## config.mk

```make
export PLATFORM = sky130hd
export DESIGN_NAME = oc_eac_adder
export DESIGN_NICKNAME = d
export VERILOG_FILES = /design/src/rtl/oc_eac_pkg.sv /design/src/rtl/oc_operand_prep.sv /design/src/rtl/oc_eac_core.sv /design/src/rtl/oc_flag_gen.sv /design/src/rtl/oc_eac_adder.sv
export SDC_FILE = /design/constraint.sdc
export NUM_CORES = 1
export LEC_CHECK = 0
export ABC_AREA = 1
export BUFFER_PORTS_ARGS = -buffer_cell sky130_fd_sc_hd__buf_4
export CAP_MARGIN = 30
export CORE_ASPECT_RATIO = 1.1
export CORE_MARGIN = 5
export CORE_UTILIZATION = 40
export CTS_CLUSTER_SIZE = 24
export DETAILED_ROUTE_END_ITERATION = 8
export PLACE_DENSITY_LB_ADDON = 0.3
export SYNTH_ARGS = -nofsm -noshare
export SYNTH_HDL_FRONTEND = slang
export SYNTH_SLANG_ARGS = --single-unit
```

## constraint.sdc

```tcl
create_clock -name clk -period 0.8 [get_ports clk]
set_input_delay 0.16 -clock clk [delete_from_list [all_inputs] [get_ports clk]]
set_output_delay 0.16 -clock clk [all_outputs]
set_load 0.03 [all_outputs]
```

## src/rtl/oc_eac_pkg.sv

```systemverilog
package oc_eac_pkg;
   typedef struct packed {
      logic ovf;
      logic negzero;
   } oc_flags_t;

   function automatic logic same_sign(input logic sa, input logic sb);
      return ~(sa ^ sb);
   endfunction
endpackage

```

## src/rtl/oc_operand_prep.sv

```systemverilog
module oc_operand_prep #(
   parameter int N = 16
) (
   input  logic         sub_i,
   input  logic [N-1:0] b_i,
   output logic [N-1:0] b_eff_o
);
   // Negation in ones' complement is a bitwise inversion.
   for (genvar i = 0; i < N; i++) begin : g_bit
      assign b_eff_o[i] = b_i[i] ^ sub_i;
   end
endmodule

```

## src/rtl/oc_eac_core.sv

```systemverilog
module oc_eac_core #(
   parameter int N = 16
) (
   input  logic [N-1:0] a_i,
   input  logic [N-1:0] b_i,
   output logic [N-1:0] sum_o
);
   localparam int W = N + 1;

   logic [W-1:0] raw;
   logic         cout;

   always_comb begin
      raw  = {1'b0, a_i} + {1'b0, b_i};
      cout = raw[N];
   end

   // When cout is set the low part is at most 2^N - 2,
   // so the increment cannot carry out a second time.
   assign sum_o = raw[N-1:0] + {{(N-1){1'b0}}, cout};
endmodule

```

## src/rtl/oc_flag_gen.sv

```systemverilog
module oc_flag_gen
   import oc_eac_pkg::*;
#(
   parameter int N = 16
) (
   input  logic         sign_a_i,
   input  logic         sign_b_i,
   input  logic [N-1:0] sum_i,
   output oc_flags_t    flags_o
);
   always_comb begin
      flags_o.ovf     = same_sign(sign_a_i, sign_b_i) & (sum_i[N-1] ^ sign_a_i);
      flags_o.negzero = &sum_i;
   end
endmodule

```

## src/rtl/oc_eac_adder.sv

```systemverilog
module oc_eac_adder
   import oc_eac_pkg::*;
#(
   parameter int N       = 16,
   parameter bit REG_OUT = 1'b1
) (
   input  logic         clk,
   input  logic         rst_n,
   input  logic         sub_i,
   input  logic [N-1:0] a_i,
   input  logic [N-1:0] b_i,
   output logic [N-1:0] sum_o,
   output logic         ovf_o,
   output logic         negzero_o
);
   if (N < 2) begin : g_bad_width
      $error("oc_eac_adder: N must be at least 2");
   end

   logic [N-1:0] b_eff;
   logic [N-1:0] sum_c;
   oc_flags_t    flags_c;

   oc_operand_prep #(.N(N)) u_prep (
      .sub_i  (sub_i),
      .b_i    (b_i),
      .b_eff_o(b_eff)
   );

   oc_eac_core #(.N(N)) u_core (
      .a_i  (a_i),
      .b_i  (b_eff),
      .sum_o(sum_c)
   );

   oc_flag_gen #(.N(N)) u_flags (
      .sign_a_i(a_i[N-1]),
      .sign_b_i(b_eff[N-1]),
      .sum_i   (sum_c),
      .flags_o (flags_c)
   );

   if (REG_OUT) begin : g_reg
      logic [N-1:0] sum_q;
      oc_flags_t    flags_q;
      always_ff @(posedge clk or negedge rst_n) begin
         if (!rst_n) begin
            sum_q   <= '0;
            flags_q <= '0;
         end else begin
            sum_q   <= sum_c;
            flags_q <= flags_c;
         end
      end
      assign sum_o     = sum_q;
      assign ovf_o     = flags_q.ovf;
      assign negzero_o = flags_q.negzero;
   end else begin : g_comb
      assign sum_o     = sum_c;
      assign ovf_o     = flags_c.ovf;
      assign negzero_o = flags_c.negzero;
   end
endmodule

```

Yosys cells after proc, flatten, opt, wreduce, memory -nomap -nowiden:

Cells that the tools add are included.

* add/sub/neg operators: 2
* bitwise gates (word level): 20
* reductions and logical operators: 1

Operator list (number)
* XOR 1 bit: 18
* adder 16 x 16 -> 17 bit: 1
* adder 16 x 1 -> 16 bit: 1
* AND reduction 16 bit: 1
* bitwise AND 1 bit: 1
* inverter 1 bit: 1

* flip-flop bits (word level): 18
* bits of input ports: 35
* output and inout bits: 18

Depth between registers and ports, before layout:

Gate-level depths: netlist of run 1.

* depth in word-level cells: 5
* mapped depth: 29
* gate-level depth less buffers: 27

Hierarchy:

From an unflattened synthesis of run 1, not the netlist that was laid out.

* cells, all modules: 390
* area total of the unflattened synthesis: 2347.3 sq um

By module, submodules not included
* oc_eac_core: instances 1, cells each 284, area each 1521.5 sq um
* oc_eac_adder: instances 1, cells each 18, area each 450.4 sq um
* oc_operand_prep: instances 1, cells each 68, area each 292.8 sq um
* oc_flag_gen: instances 1, cells each 20, area each 82.6 sq um

Worst setup path before layout of run 1:

Ideal clock, no wire load.

* path type: input to register
* start point: input port sub_i
* end point: register g_reg.flags_q (netlist bit negzero_o)
* library setup time: 0.069 ns
* arrival: 3.745 ns
* data required time: 0.731 ns
* setup slack: -3.014 ns
* cell stages on the path: 29
* path through: clkbuf_1 -> buf_1 -> xor2_1 -> ha_1 -> inv_1 -> fa_1 -> inv_1 -> nand2_1 -> nand2_1 -> nand3_2 -> nand2_2 -> nand2_1 -> nand2_1 -> a21oi_1 -> o21bai_1 -> ha_1 -> ha_1 -> nand3_1 -> inv_1 -> nand3_1 -> nor2_4 -> nand2_4 -> nor2_8 -> nand2_1 -> nand2_1 -> nand2_1 -> inv_2 -> nand3_1 -> nor2_2

RTL lines
* start: declaration: RTL line oc_eac_adder.sv:9 `input logic sub_i,`
* end signal: assignment: RTL line oc_eac_adder.sv:52 `flags_q <= flags_c;`
* end: declaration: RTL line oc_eac_adder.sv:45 `oc_flags_t flags_q;`

==> metrics.log, run 1 <==
[metrics] count of vias placed by the detailed router: 2855
[metrics] WP depth: 28
[metrics] timing-limited maximum frequency: roughly 340 MHz
[metrics] warnings from Yosys: 0
[metrics] starting utilization of the core area: around 41%
[metrics] buffers from clock root to sink, at most: 2
[metrics] distinct cell type count after synthesis: 31
[metrics] final weighted congestion of routability-driven global placement: roughly 0.83
[metrics] H-tree depth: 1
[metrics] CP most frequent cell: sky130_fd_sc_hd__nand2_2
[metrics] hold_sp: a_i[15]
[metrics] horizontal die dimension: ~84 um
[metrics] area delta synth->final: 68.61%
[metrics] post-synthesis register bit count: 18
[metrics] ports placed on the boundary: 53
[metrics] number of antenna diodes: 0
[metrics] unrepaired setup endpoints after global routing: true
[metrics] final design instance area without fill: roughly 0.004 mm^2
[metrics] TritonCTS sink count: 18
[metrics] Remaining DRCs: 0
[metrics] gate family responsible for the most delay along the worst path: simple AND/OR/NAND/NOR gates
[metrics] Worst path slowest cell: sky130_fd_sc_hd__fa_2
[metrics] stage delay of the slowest cell on the critical path: approximately 0.34 ns
[metrics] count of pins over their slew limit: 0
[metrics] path type of the worst min-delay path: in2reg
[metrics] wire length of the first global-routing pass: approximately 11000 um
[metrics] share of the yosys chip area belonging to registers: 18.93%
[metrics] minimum clock period after layout: between 2 and 3 ns
[metrics] total power: between 0.006 and 0.007 W
[metrics] standby leakage power: between 2 and 2.5 nW
[metrics] fraction of layout instances using a drive strength above 1: around half
[metrics] Post-Synthesis Net Count: about 440
[metrics] remaining number of nets flagged by the antenna check after routing: 0
[metrics] data required time of the worst path: approximately 1 ns
[metrics] part of the cycle the worst path needs: 368.2%
[metrics] DP HPWL: 5228 um
[metrics] Routed Wire Length: between 6000 and 7000 um
[metrics] Hold Fails Final Rpt: 0
[metrics] 1st-iter DRT viols: 55
[metrics] total power per unit cell area: between 1500 and 2000 mW/mm^2
[metrics] count of cells along the worst hold path: 4
[metrics] drt pass-1 iters: 4
[metrics] number of antenna violations at the first check in global routing: 0
[metrics] hold_ws: 0.2532 ns
[metrics] number of standard cells after synthesis: 381
[metrics] full die area: ~0.0076 mm^2
[metrics] final standard cell utilization of the core: between 60% and 70%
[metrics] area of the mapped netlist: 0.002380 mm^2
[metrics] kind of critical path: in2reg
[metrics] core region area: about 0.0058 mm^2
[metrics] leftover overflow at the end of global routing: 0
[metrics] Worst Hold End: ovf_o$_DFF_PN0_
[metrics] worst-case headroom to the max-slew limit: 81.90%
[metrics] highest net fanout along the worst path: 4
[metrics] height of the die: 90.90 um
[metrics] count of maximum capacitance violations: 0
[metrics] number of rows in the core area: 29
[metrics] quantity of I/O buffers inserted on ports: 52
[metrics] most common cell after layout, fill and taps aside: sky130_fd_sc_hd__buf_4
[metrics] clock tree from TritonCTS: done
[metrics] worst path arrival time: approximately 3.1 ns
[metrics] actual slew at the worst max-slew pin: ~0.27 ns
[metrics] vias in the first global route: slightly below 3k
[metrics] failing checks: setup timing
[metrics] clock transition at the registers of the reported paths: 0.06 ns
[metrics] via density per instance: around 4.6
[metrics] final routed wire length divided by cell count: approximately 11 um
[metrics] worst path bufs/invs: 5
[metrics] Avg Synthesized Cell Area: about 6.2 um^2
[metrics] number of buffers created by CTS: 3
[metrics] min setup slack post-route: -2.146 ns
[metrics] post-place setup slack: -2.551 ns
[metrics] fillers: ~440
[metrics] largest net degree at the start of global routing: 19
[metrics] startpoint type of the worst setup path: primary input
[metrics] count of nets after finishing: ~600
[metrics] Clock Tree Root: sky130_fd_sc_hd__clkbuf_8
[metrics] total placed instance area: 0.003472 mm^2
[metrics] result of the run: finished with violations
[metrics] commonest cells after routing, fill and taps aside: sky130_fd_sc_hd__buf_4 (135), sky130_fd_sc_hd__nand2_1 (105), sky130_fd_sc_hd__inv_1 (50), sky130_fd_sc_hd__nand2_2 (40), sky130_fd_sc_hd__nand3_1 (34)
[metrics] capturing element type of the critical path: flop
[metrics] overall fraction of global-route tracks in use: 17.59%
[metrics] maximum resistive drop on vdd: approximately 1200 uV
[metrics] setup violators final: 36
## power by group
group / internal [W] / switching (W) / total [W]
logic: 0.00230 / 0.00265 / 0.00496
clock network: 0.000436 / 0.000255 / 0.000691
registers: 0.00114 / 0.000103 / 0.00125
## how the worst max path moves through the flow
| stage | from | end | slack [ns] |
|---|---|---|---|
| finish | b_i[0] | negzero_o$_DFF_PN0_ | -2.15 |
| detailed placement | sub_i | negzero_o$_DFF_PN0_ | -2.55 |
| CTS | sub_i | negzero_o$_DFF_PN0_ | -2.19 |
| floorplan | sub_i | negzero_o$_DFF_PN0_ | -2.40 |
| global placement | sub_i | negzero_o$_DFF_PN0_ | -2.49 |
| global route | b_i[0] | negzero_o$_DFF_PN0_ | -2.39 |
## flip-flops by register name, summed over array words and instances (netlist names)
name	flops
sum_o	16
ovf_o	1
negzero_o	1
## metal layers
layer | GRT usage, % | wire [um]
met1 | 19.12 | 2548
met4 | 9.517 | 292
met3 | 1.825 | 300
met2 | 33.02 | 3468
met5 | 0 | 0
## area by class of cell
cell class,instances,area (um^2),share of cell area [%]
inverter,67,252.7,6.299
clock buffer,4,55.05,1.372
sequential,18,450.4,11.23
timing repair buffer,158,1284,31.99
multi-input combinational,293,1874,46.71
tap,77,96.34,2.401
## worst min-delay path: stages
cell and delay, ns:
sky130_fd_sc_hd__buf_4 0.09, sky130_fd_sc_hd__buf_4 0.10, sky130_fd_sc_hd__nor2_2 0.03, sky130_fd_sc_hd__nor2_1 0.08
## cell usage after synthesis
cell type                  count  area [um^2]
sky130_fd_sc_hd__buf_6         1        11.26
sky130_fd_sc_hd__inv_1        56        210.2
sky130_fd_sc_hd__o31ai_1       1        7.510
sky130_fd_sc_hd__nor2_4        1        11.26
sky130_fd_sc_hd__clkinv_1      2        7.510
sky130_fd_sc_hd__nor2_2        9        56.30
sky130_fd_sc_hd__o21ai_1       2        10.01
sky130_fd_sc_hd__nand3_1      40        200.2
sky130_fd_sc_hd__nor2_8        2        40.04
sky130_fd_sc_hd__inv_2         9        33.78
sky130_fd_sc_hd__fa_1          1        20.02
sky130_fd_sc_hd__nor2_1       23        86.33
sky130_fd_sc_hd__dfrtp_1      18        450.4
sky130_fd_sc_hd__nand2_2      15        93.84
sky130_fd_sc_hd__o21ai_0       1        5.000
sky130_fd_sc_hd__xnor2_2       1        16.27
sky130_fd_sc_hd__a21oi_1       9        45.04
sky130_fd_sc_hd__nand3b_1      2        15.01
sky130_fd_sc_hd__nand4_1       3        18.77
sky130_fd_sc_hd__nand3_2       8        80.08
sky130_fd_sc_hd__a21oi_2       1        8.760
sky130_fd_sc_hd__ha_1         20        250.2
sky130_fd_sc_hd__xnor2_1       1        8.760
sky130_fd_sc_hd__xor2_1       15        131.4
sky130_fd_sc_hd__nor3_1        1        5.000
sky130_fd_sc_hd__nand2_1     130        488.0
sky130_fd_sc_hd__and2_1        2        12.51
sky130_fd_sc_hd__o21bai_1      2        15.01
sky130_fd_sc_hd__clkbuf_1      1        3.750
sky130_fd_sc_hd__nand2_4       3        33.78
sky130_fd_sc_hd__buf_1         1        3.750
## what timing repair did
item / in CTS / in global routing
setup buffers: 26 / 3
endpoints found under the hold margin: 18 / 0
gates resized for setup: 41 / 32
hold buffers: 1 / 0
pin swaps: 31 / 28
endpoints found under the setup margin: 36 / 36
gates cloned: 0 / 0
## per-stage QoR
step / std cells / setup TNS, ns
2_1_floorplan: 381 / -36.46
3_3_place_gp: 583 / -37.66
3_5_place_dp: 583 / -38.84
4_1_cts: 614 / -35.56
5_1_grt: 617 / -38.50
6_report: 617 / -35.08
## logic make-up after synthesis
kind of cell	count (synthesis)	share of synthesized area, %
xor gates and xnor gates	17	6.572
DFF	18	18.93
and+or+nand+nor	239	47.95
buffers and inverters	70	11.36
adders and majority gates	21	11.36
AOI/OAI and AO/OA	16	3.838
(Power assumes the default switching activity.)
==> run 2, diff against run 1 <==
Settings changed: ABC_AREA 1 to not set.
==> run 2 against run 1 <==
The flow still finishes with violations (setup timing). Combinational power down 6.3%. Clock-buffer cell count down 1. Synthesized cell count fell by 50%. Synthesized area shrank 22%. Critical path type unchanged. Largest cell class unchanged. Largest power group unchanged.
==> metrics.log, run 2 <==
[metrics] DP HPWL: 3931 um (was 5228 um)
[metrics] count of maximum capacitance violations: 0 (unchanged)
[metrics] Clock Tree Root: sky130_fd_sc_hd__clkbuf_8 (unchanged)
[metrics] number of antenna diodes: 0 (unchanged)
[metrics] path type of the worst min-delay path: in2reg (unchanged)
[metrics] result of the run: finished with violations (unchanged)
[metrics] actual slew at the worst max-slew pin: 0.4034 ns (was 0.2693 ns)
[metrics] max layer used: met4 (unchanged)
[metrics] failing checks: setup timing (unchanged)
[metrics] most used flip-flop cell after synthesis: sky130_fd_sc_hd__dfrtp_1 (unchanged)
[metrics] final standard cell utilization of the core: 71.70% (was 69.55%)
[metrics] number of standard cells after synthesis: 189 (was 381)
[metrics] Met2 Wirelength: 2812 um (was 3468 um)
[metrics] H-tree depth: 1 (unchanged)
[metrics] stage delay of the slowest cell on the critical path: 0.47 ns (was 0.34 ns)
[metrics] final weighted congestion of routability-driven global placement: 0.8772 (was 0.8323)
[metrics] Remaining DRCs: 0 (unchanged)
[metrics] post-place setup slack: -3.271 ns (was -2.551 ns)
[metrics] quantity of I/O buffers inserted on ports: 52 (unchanged)
[metrics] Avg Synthesized Cell Area: 9.791 um^2 (was 6.246 um^2)
[metrics] capturing element type of the critical path: flop (unchanged)
[metrics] Routed Wire Length: 5061 um (was 6610 um)
[metrics] CP most frequent cell: sky130_fd_sc_hd__ha_2 (was sky130_fd_sc_hd__nand2_2)
[metrics] number of buffers created by CTS: 3 (unchanged)
[metrics] gate family responsible for the most delay along the worst path: simple AND/OR/NAND/NOR gates (unchanged)
[metrics] overall fraction of global-route tracks in use: 16.16% (was 17.59%)
[metrics] via density per instance: 5.047 (was 4.627)
[metrics] unrepaired setup endpoints after global routing: true (unchanged)
[metrics] distinct cell type count after synthesis: 59 (was 31)
[metrics] clock transition at the registers of the reported paths: 0.06 ns (about the same)
[metrics] setup violators final: 36 (unchanged)
[metrics] starting utilization of the core area: 40.63% (was 41.25%)
[metrics] kind of critical path: in2reg (unchanged)
[metrics] final design instance area without fill: 0.003266 mm^2 (was 0.004013 mm^2)
[metrics] number of rows in the core area: 26 (was 29)
[metrics] startpoint type of the worst setup path: primary input (unchanged)
[metrics] wire length of the first global-routing pass: 7859 um (was 11450 um)
[metrics] number of antenna violations at the first check in global routing: 0 (unchanged)
[metrics] area of the mapped netlist: 0.001851 mm^2 (was 0.002380 mm^2)
[metrics] area delta synth->final: 76.47% (was 68.61%)
[metrics] leading cell types by total area after synthesis: sky130_fd_sc_hd__dfrtp_1 (24%), sky130_fd_sc_hd__ha_1 (14%), sky130_fd_sc_hd__xor2_1 (10%) (was sky130_fd_sc_hd__nand2_1 (21%), sky130_fd_sc_hd__dfrtp_1 (19%), sky130_fd_sc_hd__ha_1 (11%))
[metrics] count of vias placed by the detailed router: 1913 (was 2855)
[metrics] largest area contributor in the netlist: sky130_fd_sc_hd__dfrtp_1 (was sky130_fd_sc_hd__nand2_1)
[metrics] ordered list of cells on the worst path: buf_8 -> xor2_2 -> ha_2 -> inv_2 -> fa_2 -> nand2b_4 -> a211oi_4 -> o21ai_2 -> o2111ai_2 -> a31oi_1 -> o21bai_1 -> ha_2 -> ha_2 -> nand2_2 -> or4_4 -> nor3b_4 -> xor2_2 -> nand4_1 -> and4b_1 -> and4_1
[metrics] count of flip-flops with a built-in enable after synthesis: 0 (unchanged)
[metrics] 1st-iter DRT viols: 35 (was 55)
[metrics] fraction of synthesized cell area taken by the top area cell type: 24.34% (was 20.50%)
[metrics] Hold Fails Final Rpt: 0 (unchanged)
[metrics] minimum clock period after layout: 3.735 ns (was 2.946 ns)
[metrics] FFs w/ async S/R, synth: 100.0% (unchanged)
[metrics] fraction of layout instances using a drive strength above 1: 57.28% (was 49.07%)
[metrics] Worst setup startpoint: b_i[0] (unchanged)
[metrics] Post-Synthesis Net Count: 245 (was 437)
[metrics] full die area: 0.006088 mm^2 (was 0.007594 mm^2)
[metrics] buffers from clock root to sink, at most: 2 (unchanged)
[metrics] remaining number of nets flagged by the antenna check after routing: 0 (unchanged)
[metrics] Worst path slowest cell: sky130_fd_sc_hd__or4_4 (was sky130_fd_sc_hd__fa_2)
[metrics] min setup slack post-route: -2.935 ns (was -2.146 ns)
[metrics] leftover overflow at the end of global routing: 0 (unchanged)
[metrics] highest net fanout along the worst path: 4 (unchanged)
[metrics] most common cell after layout, fill and taps aside: sky130_fd_sc_hd__buf_4 (unchanged)
[metrics] worst path arrival time: 3.92 ns (was 3.13 ns)
[metrics] total power per unit cell area: 2009 mW/mm^2 (was 1718 mW/mm^2)
[metrics] hold_sp: a_i[15] (unchanged)
[metrics] worst path bufs/invs: 2 (was 5)
[metrics] height of the die: 81.34 um (was 90.90 um)
[metrics] final routed wire length divided by cell count: 13.35 um (was 10.71 um)
[metrics] ports placed on the boundary: 53 (unchanged)
[metrics] share of the yosys chip area belonging to registers: 24.34% (was 18.93%)
[metrics] detailed-route wire length on metal 1: 1929 um (was 2548 um)
[metrics] count of pins over their slew limit: 0 (unchanged)
[metrics] commonest cells after routing, fill and taps aside: sky130_fd_sc_hd__buf_4 (108), sky130_fd_sc_hd__buf_6 (23), sky130_fd_sc_hd__xor2_1 (18), sky130_fd_sc_hd__dfrtp_1 (18), sky130_fd_sc_hd__ha_1 (17) (was sky130_fd_sc_hd__buf_4 (135), sky130_fd_sc_hd__nand2_1 (105), sky130_fd_sc_hd__inv_1 (50), sky130_fd_sc_hd__nand2_2 (40), sky130_fd_sc_hd__nand3_1 (34))
[metrics] core region area: 0.004554 mm^2 (was 0.005769 mm^2)
[metrics] met3 wire len: 236 um (was 300 um)
[metrics] part of the cycle the worst path needs: 466.9% (was 368.2%)
[metrics] drt pass-1 iters: 4 (unchanged)
[metrics] count of nets after finishing: 381 (was 597)
[metrics] vias in the first global route: 1887 (was 2893)
[metrics] horizontal die dimension: 74.85 um (was 83.55 um)
[metrics] worst-case headroom to the max-slew limit: 72.92% (was 81.90%)
[metrics] timing-limited maximum frequency: 267.8 MHz (was 339.4 MHz)
[metrics] standby leakage power: 1.602 nW (was 2.241 nW)
[metrics] data required time of the worst path: 0.98 ns (about the same)
[metrics] list of most frequent post-synthesis cells: sky130_fd_sc_hd__xor2_1 (22), sky130_fd_sc_hd__ha_1 (20), sky130_fd_sc_hd__dfrtp_1 (18) (was sky130_fd_sc_hd__nand2_1 (130), sky130_fd_sc_hd__inv_1 (56), sky130_fd_sc_hd__nand3_1 (40))
[metrics] warnings from Yosys: 0 (unchanged)
[metrics] post-synthesis register bit count: 18 (unchanged)
[metrics] largest net degree at the start of global routing: 19 (unchanged)
[metrics] TritonCTS sink count: 18 (unchanged)
[metrics] total placed instance area: 0.002870 mm^2 (was 0.003472 mm^2)
[metrics] number of flip-flops under the largest register name: 16 (unchanged)
[metrics] maximum resistive drop on vdd: 687.7 uV (was 1213 uV)
[metrics] most instantiated library cell after synthesis: sky130_fd_sc_hd__xor2_1 (was sky130_fd_sc_hd__nand2_1)
[metrics] clock tree from TritonCTS: done (unchanged)
==> run 2: changes by cell type in the layout (fill, tap and decap cells not counted), moves of 6 or more <==
cell	delta
sky130_fd_sc_hd__xnor2_1	+10
sky130_fd_sc_hd__inv_1	-45
sky130_fd_sc_hd__inv_2	-14
sky130_fd_sc_hd__nand2_2	-39
sky130_fd_sc_hd__nand3_2	-12
sky130_fd_sc_hd__nor2_2	-8
sky130_fd_sc_hd__nand3_1	-31
sky130_fd_sc_hd__nor2_4	-6
sky130_fd_sc_hd__nand2_1	-100
sky130_fd_sc_hd__buf_4	-27
==> run 2: final timing paths <==
path	slack, ns	to	cells past startpoint
max	-2.93	negzero_o$_DFF_PN0_	20
min	0.29	ovf_o$_DFF_PN0_	3
max in group asynchronous	0.29	sum_o[15]$_DFF_PN0_	2
min in group asynchronous	0.32	sum_o[3]$_DFF_PN0_	2
==> run 2: timing repair <==
| action | CTS | global route |
|---|---|---|
| setup buffers | 6 | 10 |
| endpoints found under the hold margin | 18 | 0 |
| hold buffers | 1 | 0 |
| endpoints found under the setup margin | 36 | 36 |
| pin swaps | 14 | 14 |
| resized for setup | 37 | 18 |
==> run 2: final cells by class <==
cell class                 count  area [um^2]
multi-input combinational    160         1546
sequential                    18        450.4
inverter                       7        27.53
clock buffer                   3        41.29
timing repair buffer         135         1130
tap                           56        70.07
fill                         350         1289
==> run 2: report_power, final <==
group,switching (W),internal [W]
combinational,0.00223,0.00242
clock,0.000257,0.000333
sequential,0.000128,0.00120
==> run 2: cells by family (layout without fill, tap and decap cells) <==
kind of cell / after synthesis / count (layout) / synth area share, %
buffers and inverters: 11 / 145 / 2.839
adders and majority gates: 21 / 21 / 14.60
AOI/OAI and AO/OA: 42 / 42 / 19.14
muxes: 2 / 2 / 1.149
and+or+nand+nor: 56 / 56 / 19.07
DFF: 18 / 18 / 24.34
xor gates and xnor gates: 39 / 39 / 18.86
==> run 2: layer usage <==
layer / vias up / track usage, %
met1: 909 / 18.37
met3: 8 / 1.485
met5: - / 0
li1: 951 / -
met4: 0 / 3.737
met2: 45 / 31.53
==> run 2: per-stage QoR <==
step | power [W] | setup TNS, ns | std cells | hold WS (ns)
floorplan | 0.003479 | -45.06 | 189 | -0.1356
global placement | 0.005230 | -45.16 | 363 | 0.02788
detailed placement | 0.005303 | -46.69 | 363 | 0.03419
CTS | 0.006336 | -43.05 | 372 | 0.2890
global route | 0.006999 | -46.24 | 379 | 0.3000
finish | 0.006561 | -43.25 | 379 | 0.2933
